`config.mk`:
```
export PLATFORM = sky130hd
export DESIGN_NAME = sysctl_board_regs
export DESIGN_NICKNAME = d
export VERILOG_FILES = /design/src/rtl/sysctl_pkg.sv /design/src/rtl/sysctl_board_decode.sv /design/src/rtl/sysctl_lock.sv /design/src/rtl/sysctl_rstctl.sv /design/src/rtl/sysctl_dispctl.sv /design/src/rtl/sysctl_cardstat.sv /design/src/rtl/sysctl_board_regs.sv
export SDC_FILE = /design/constraint.sdc
export NUM_CORES = 1
export LEC_CHECK = 0
export BUFFER_PORTS_ARGS = -buffer_cell sky130_fd_sc_hd__clkbuf_2
export CAP_MARGIN = 20
export CORE_MARGIN = 2
export CORE_UTILIZATION = 38
export CTS_CLUSTER_SIZE = 8
export DETAILED_ROUTE_END_ITERATION = 8
export PLACE_DENSITY_LB_ADDON = 0.15
export REMOVE_ABC_BUFFERS = 1
export SYNTH_ARGS = -nofsm -noshare
export SYNTH_HDL_FRONTEND = slang
export SYNTH_HIERARCHICAL = 1
export SYNTH_SLANG_ARGS = --single-unit
```
`constraint.sdc`:
```
create_clock -name clk -period 3.1 [get_ports clk]
set_input_delay 0.31 -clock clk [delete_from_list [all_inputs] [get_ports clk]]
set_output_delay 0.31 -clock clk [all_outputs]
set_load 0.01 [all_outputs]
```
`src/rtl/sysctl_pkg.sv`:
```
// Shared types and constants for the board-variant system control block.
// Assumes a byte-addressed bus of at least 12 address bits.
package sysctl_pkg;

    localparam int unsigned OFF_LOCK   = 32'h020;
    localparam int unsigned OFF_RSTCTL = 32'h040;
    localparam int unsigned OFF_CARD   = 32'h048;
    localparam int unsigned OFF_DISP   = 32'h050;

    localparam logic [15:0] LOCK_KEY       = 16'hA05F;
    localparam logic [31:0] DISP_INIT      = 32'h0000_1F00;
    localparam logic [31:0] DISP_KEEP_WIDE = 32'h0000_3F00;
    localparam logic [31:0] DISP_NARROW_WR = 32'h0000_0080;

    typedef enum logic [2:0] {
        BT_100, BT_140, BT_178, BT_182, BT_190, BT_OTHER
    } board_e;

    typedef struct packed {
        board_e     kind;
        logic       rst_lockable;   // reset-control register implemented
        logic [4:0] rst_trig_bit;   // write-data bit that requests reset
        logic       disp_wide;      // all but bits 13:8 writable
        logic       disp_narrow;    // only bit 7 writable
        logic       disp_mux_en;    // write data drives display mux
        logic       disp_rst_zero;  // display register resets to zero
        logic [4:0] wp_bit;         // card-status bit for write protect
    } board_cfg_t;

    // Map a 12-bit board code onto its behaviour set.
    function automatic board_cfg_t decode_board(input logic [11:0] code);
        board_cfg_t c;
        c = '{kind: BT_OTHER, rst_lockable: 1'b0, rst_trig_bit: 5'd0,
              disp_wide: 1'b0, disp_narrow: 1'b0, disp_mux_en: 1'b0,
              disp_rst_zero: 1'b0, wp_bit: 5'd1};
        case (code)
            12'h100: begin
                c.kind = BT_100; c.rst_lockable = 1'b1; c.rst_trig_bit = 5'd8;
                c.disp_wide = 1'b1; c.disp_mux_en = 1'b1; c.wp_bit = 5'd2;
            end
            12'h140: begin
                c.kind = BT_140; c.disp_wide = 1'b1; c.wp_bit = 5'd2;
            end
            12'h178: begin
                c.kind = BT_178; c.rst_lockable = 1'b1; c.rst_trig_bit = 5'd2;
                c.disp_narrow = 1'b1;
            end
            12'h182: begin
                c.kind = BT_182; c.rst_lockable = 1'b1; c.rst_trig_bit = 5'd2;
                c.disp_narrow = 1'b1;
            end
            12'h190: begin
                c.kind = BT_190; c.disp_rst_zero = 1'b1;
            end
            default: ;
        endcase
        return c;
    endfunction

endpackage

```
`src/rtl/sysctl_board_decode.sv`:
```
// Turns the elaboration-time identity word into a board behaviour set.
// Assumes the board-type field sits at bits 27:16 of ID_WORD.
module sysctl_board_decode
    import sysctl_pkg::*;
#(
    parameter logic [31:0] ID_WORD = 32'h0100_0000
) (
    output board_cfg_t cfg
);
    localparam logic [11:0] BOARD_CODE = ID_WORD[27:16];

    // Constant decode of the board code.
    assign cfg = decode_board(BOARD_CODE);
endmodule

```
`src/rtl/sysctl_lock.sv`:
```
// Lock register: stores a 16-bit key; the gate is open only on the key value.
// Assumes wr_en is already qualified with the lock offset.
module sysctl_lock
    import sysctl_pkg::*;
#(
    parameter int unsigned KEY_W = 16
) (
    input  logic             clk,
    input  logic             rst_n,
    input  logic             wr_en,
    input  logic [KEY_W-1:0] wdata,
    output logic [KEY_W-1:0] lock_q,
    output logic             lock_open
);
    // Hold the last key written; clear on reset so the gate starts closed.
    always_ff @(posedge clk) begin
        if (!rst_n)     lock_q <= '0;
        else if (wr_en) lock_q <= wdata;
    end

    // The gate is open only on an exact key match.
    assign lock_open = (lock_q == KEY_W'(LOCK_KEY));
endmodule

```
`src/rtl/sysctl_rstctl.sv`:
```
// Reset-control register, gated by the lock, with a one-cycle reset request.
// Assumes wr_en is qualified with the reset-control offset and lasts one cycle.
module sysctl_rstctl
    import sysctl_pkg::*;
#(
    parameter int unsigned DATA_W = 32
) (
    input  logic              clk,
    input  logic              rst_n,
    input  board_cfg_t        cfg,
    input  logic              wr_en,
    input  logic [DATA_W-1:0] wdata,
    input  logic              lock_open,
    output logic [DATA_W-1:0] level_q,
    output logic              req
);
    logic accept;

    // A write lands only on boards with the register and an open lock.
    assign accept = wr_en && cfg.rst_lockable && lock_open;

    // Store the accepted value.
    always_ff @(posedge clk) begin
        if (!rst_n)      level_q <= '0;
        else if (accept) level_q <= wdata;
    end

    // Raise the request for the single cycle after an accepted trigger write.
    always_ff @(posedge clk) begin
        if (!rst_n) req <= 1'b0;
        else        req <= accept && wdata[cfg.rst_trig_bit];
    end
endmodule

```
`src/rtl/sysctl_dispctl.sv`:
```
// Display-control register with per-board writable fields and a mux output.
// Assumes wr_en is qualified with the display-control offset.
module sysctl_dispctl
    import sysctl_pkg::*;
#(
    parameter int unsigned DATA_W = 32,
    parameter int unsigned MUX_W  = 2
) (
    input  logic              clk,
    input  logic              rst_n,
    input  board_cfg_t        cfg,
    input  logic              wr_en,
    input  logic [DATA_W-1:0] wdata,
    output logic [DATA_W-1:0] disp_q,
    output logic [MUX_W-1:0]  mux_q
);
    localparam logic [DATA_W-1:0] KEEP_WIDE = DATA_W'(DISP_KEEP_WIDE);
    localparam logic [DATA_W-1:0] WR_NARROW = DATA_W'(DISP_NARROW_WR);

    logic [DATA_W-1:0] wr_mask;
    logic [DATA_W-1:0] rst_val;

    // Select the writable bits for this board.
    always_comb begin
        if (cfg.disp_wide)        wr_mask = ~KEEP_WIDE;
        else if (cfg.disp_narrow) wr_mask = WR_NARROW;
        else                      wr_mask = '0;
    end

    // Select the reset value for this board.
    assign rst_val = cfg.disp_rst_zero ? '0 : DATA_W'(DISP_INIT);

    // Merge write data into the writable bits only.
    always_ff @(posedge clk) begin
        if (!rst_n)     disp_q <= rst_val;
        else if (wr_en) disp_q <= (disp_q & ~wr_mask) | (wdata & wr_mask);
    end

    // Load the mux select from the low write-data bits where the board has one.
    always_ff @(posedge clk) begin
        if (!rst_n)                        mux_q <= '0;
        else if (wr_en && cfg.disp_mux_en) mux_q <= wdata[MUX_W-1:0];
    end
endmodule

```
`src/rtl/sysctl_cardstat.sv`:
```
// Card-slot status register: samples two level inputs every cycle.
// Assumes the inputs are already synchronous to clk.
module sysctl_cardstat
    import sysctl_pkg::*;
#(
    parameter int unsigned DATA_W = 32
) (
    input  logic              clk,
    input  logic              rst_n,
    input  board_cfg_t        cfg,
    input  logic              present,
    input  logic              wprot,
    output logic [DATA_W-1:0] stat_q
);
    logic [DATA_W-1:0] stat_d;

    // Place each input at its board-specific bit position.
    always_comb begin
        stat_d = '0;
        stat_d[0] = present;
        stat_d[cfg.wp_bit] = wprot;
    end

    // Sample the status every cycle.
    always_ff @(posedge clk) begin
        if (!rst_n) stat_q <= '0;
        else        stat_q <= stat_d;
    end
endmodule

```
`src/rtl/sysctl_board_regs.sv`:
```
// Top of the board-variant system control register block.
// Assumes a single-cycle write strobe and combinational reads.
module sysctl_board_regs
    import sysctl_pkg::*;
#(
    parameter logic [31:0] ID_WORD = 32'h0100_0000,
    parameter int unsigned ADDR_W  = 12
) (
    input  logic              clk,
    input  logic              rst_n,
    input  logic [ADDR_W-1:0] bus_addr,
    input  logic              bus_wr,
    input  logic [31:0]       bus_wdata,
    output logic [31:0]       bus_rdata,
    input  logic              card_present,
    input  logic              card_wprot,
    output logic [1:0]        disp_mux,
    output logic              sys_reset_req
);
    localparam int unsigned DATA_W = 32;
    localparam int unsigned KEY_W  = 16;
    localparam int unsigned MUX_W  = 2;

    board_cfg_t        cfg;
    logic              sel_lock, sel_rst, sel_disp, sel_card;
    logic [KEY_W-1:0]  lock_q;
    logic              lock_open;
    logic [DATA_W-1:0] level_q;
    logic [DATA_W-1:0] disp_q;
    logic [DATA_W-1:0] card_q;

    sysctl_board_decode #(.ID_WORD(ID_WORD)) u_decode (.cfg(cfg));

    // Decode the register selects from the offset.
    assign sel_lock = (bus_addr == ADDR_W'(OFF_LOCK));
    assign sel_rst  = (bus_addr == ADDR_W'(OFF_RSTCTL));
    assign sel_disp = (bus_addr == ADDR_W'(OFF_DISP));
    assign sel_card = (bus_addr == ADDR_W'(OFF_CARD));

    sysctl_lock #(.KEY_W(KEY_W)) u_lock (
        .clk      (clk),
        .rst_n    (rst_n),
        .wr_en    (bus_wr && sel_lock),
        .wdata    (bus_wdata[KEY_W-1:0]),
        .lock_q   (lock_q),
        .lock_open(lock_open)
    );

    sysctl_rstctl #(.DATA_W(DATA_W)) u_rstctl (
        .clk      (clk),
        .rst_n    (rst_n),
        .cfg      (cfg),
        .wr_en    (bus_wr && sel_rst),
        .wdata    (bus_wdata),
        .lock_open(lock_open),
        .level_q  (level_q),
        .req      (sys_reset_req)
    );

    sysctl_dispctl #(.DATA_W(DATA_W), .MUX_W(MUX_W)) u_dispctl (
        .clk   (clk),
        .rst_n (rst_n),
        .cfg   (cfg),
        .wr_en (bus_wr && sel_disp),
        .wdata (bus_wdata),
        .disp_q(disp_q),
        .mux_q (disp_mux)
    );

    sysctl_cardstat #(.DATA_W(DATA_W)) u_cardstat (
        .clk    (clk),
        .rst_n  (rst_n),
        .cfg    (cfg),
        .present(card_present),
        .wprot  (card_wprot),
        .stat_q (card_q)
    );

    // Return the selected register; unmapped offsets and absent registers read zero.
    always_comb begin
        bus_rdata = '0;
        if (sel_lock)                     bus_rdata = DATA_W'(lock_q);
        else if (sel_rst && cfg.rst_lockable) bus_rdata = level_q;
        else if (sel_disp)                bus_rdata = disp_q;
        else if (sel_card)                bus_rdata = card_q;
    end
endmodule

```
==> metrics <==
final hold vios=0; max-slew violations=0; Synth warnings=6; CP max stage cell=or4_1; total wire length=16.3 mm; Critical Path AT=2170 ps; die height=124 um; Reg clk slew, reported paths=70 ps; share of cells above drive strength 1=0.199; Syn Inst Count=601; dpl cells=838; fill cell count=1370; P per Cell Area=460 mW/mm^2; Worst Skew=7.22 ps; wire per inst=19.1 um; largest net degree at the start of global routing=28; maximum vdd drop=0.255 mV; Worst setup EP type=output pin; crit-path max FO=11; maxcap violations=0; Max-slew headroom=0.575; Startpoint Class=input port; CTS Buf Count=9; Worst Hold Class=input port to register; Worst-Skew Late Latency=350 ps; CTS Sinks=110; Port Buffer Count=83; Die Span X=124 um; routability cong.=0.850; final instance area=0.00623 mm^2; area of the core=0.0139 mm^2; ANT cells=0; Syn Area/Cell=9.07 um^2; Worst R2R Start=u_lock/lock_q[9]; DRT Pass-1 Iters=5; Site Rows=43; period utilization=0.800; delay of the slowest cell on the worst path=610 ps; Leak=2.26 nW; hold path start=bus_wdata[23]; DRC errors left=0; Most common cell on crit path=clkbuf_2; Slew @ Worst Pin=637 ps; PostCTS Resize Cnt=0; root buffer cell=clkbuf_16; clock buffer depth=2; postcts setup bufs=0; initial antenna violation count=0; first-pass GRT wire length=24.8 mm; Area Overhead vs Synth=14.2%; non-filler instance count after layout=854; placed inst area=0.00596 mm^2; CTS tree=yes; H-Tree Depth=3; hold_buf cts=0; number of I/O pins=84; FMAX=403 MHz; RSZ-0062 raised after global routing=no; die area=0.0153 mm^2; CP startpoint=bus_addr[0]; vias in the first global route=4393; post-layout minimum cycle time=2480 ps; Total GRT Usage=0.217; routed via count=4621; outcome=complete, no violations; 1st-iter DRT viols=402; nets=718; DP Wirelength=11.4 mm; initial core utilization=0.391; Critical Path RT=2790 ps; crit-path cells=clkbuf_2, or4_1, nor2_2, nand2_1, nor3_1, clkbuf_2; mapped cell area=0.00545 mm^2; final setup vio count=0; Final ANT Viol Nets=0; crit path kind=input port to output pin; setup TNS=0 ps; total power=0.00286 W; GRT Residual Overflow=0; routed vias/inst=5.41
-- stage by stage --
step           hold slack (ps)   util  worst slack [ps]
2_1_floorplan              438      -               263
3_3_place_gp               450  0.427               550
3_5_place_dp               457  0.427               539
4_1_cts                    218  0.447               594
5_1_grt                    230  0.447               456
6_report                   219  0.447               620
-- power breakdown --
group	internal, W	total, W	leakage (nW)	switching (W)
logic	0.0000985	0.000255	1.19	0.000156
registers	0.00150	0.00151	0.944	0.0000142
clock network	0.000565	0.00109	0.134	0.000528
total	0.00216	0.00286	2.26	0.000699
-- worst max-delay path, delay by kind of cell --
kind	cells	cell delay [ps]
simple gates	4	1610
buf+inv	2	240
-- metal layers --
metal | up-vias | wire length (um) | global-route usage | part of all wire
li1 | 2206 | - | - | -
met1 | 2245 | 7650 | 0.308 | 0.47
met2 | 150 | 7420 | 0.342 | 0.46
met3 | 20 | 895 | 0.0224 | 0.055
met4 | 0 | 312 | 0.0788 | 0.019
met5 | - | 0 | 0 | 0
-- worst paths after layout --
kind	endpoint	slack [ps]	cells after the start
hold / removal	u_rstctl/level_q[23]	220	3
setup reg to reg	u_rstctl/req	950	5
hold reg to reg	u_dispctl/mux_q[0]	470	2
setup / recovery	bus_rdata[31]	620	6
-- layout by cell type (no fill, tap or decap), types with 2 or more instances in the layout --
cell type / instances
a21oi_1: 33
nand4_1: 4
nor3_1: 13
nor2b_1: 24
a221oi_1: 16
nand4bb_1: 2
nand2b_1: 2
nand4b_1: 2
clkbuf_16: 9
buf_4: 19
nor2_1: 81
clkbuf_1: 2
mux2i_1: 47
mux4_2: 5
a22oi_1: 6
nor2_2: 2
clkinv_2: 2
or3_1: 2
and3_1: 5
nand2_1: 92
clkbuf_2: 83
nand3b_1: 4
o21ai_1: 6
edfxtp_1: 27
mux2_2: 2
o21ai_0: 13
or3b_2: 2
conb_1: 16
a2bb2oi_1: 6
dfxtp_1: 83
a22o_1: 6
a21boi_0: 32
clkinv_1: 2
nand3_1: 4
-- final cells by class --
| type | count | area (um^2) | area share |
|---|---|---|---|
| repair buffers | 102 | 558 | 0.0896 |
| flip-flops and latches | 110 | 2470 | 0.397 |
| multi-input cells | 443 | 2690 | 0.432 |
| inverters | 3 | 11.3 | 0.00181 |
| clock inverters | 4 | 22.5 | 0.00362 |
| clock buffers | 12 | 246 | 0.0396 |
| well taps | 180 | 225 | 0.0362 |
-- flip-flops by register name, indices dropped and copies added (netlist names) --
name,cells
u_dispctl/mux_q,2
u_dispctl/disp_q,27
u_cardstat/stat_q,32
u_rstctl/req,1
u_lock/lock_q,16
u_rstctl/level_q,32
Power figures use the tool's default switching activity.
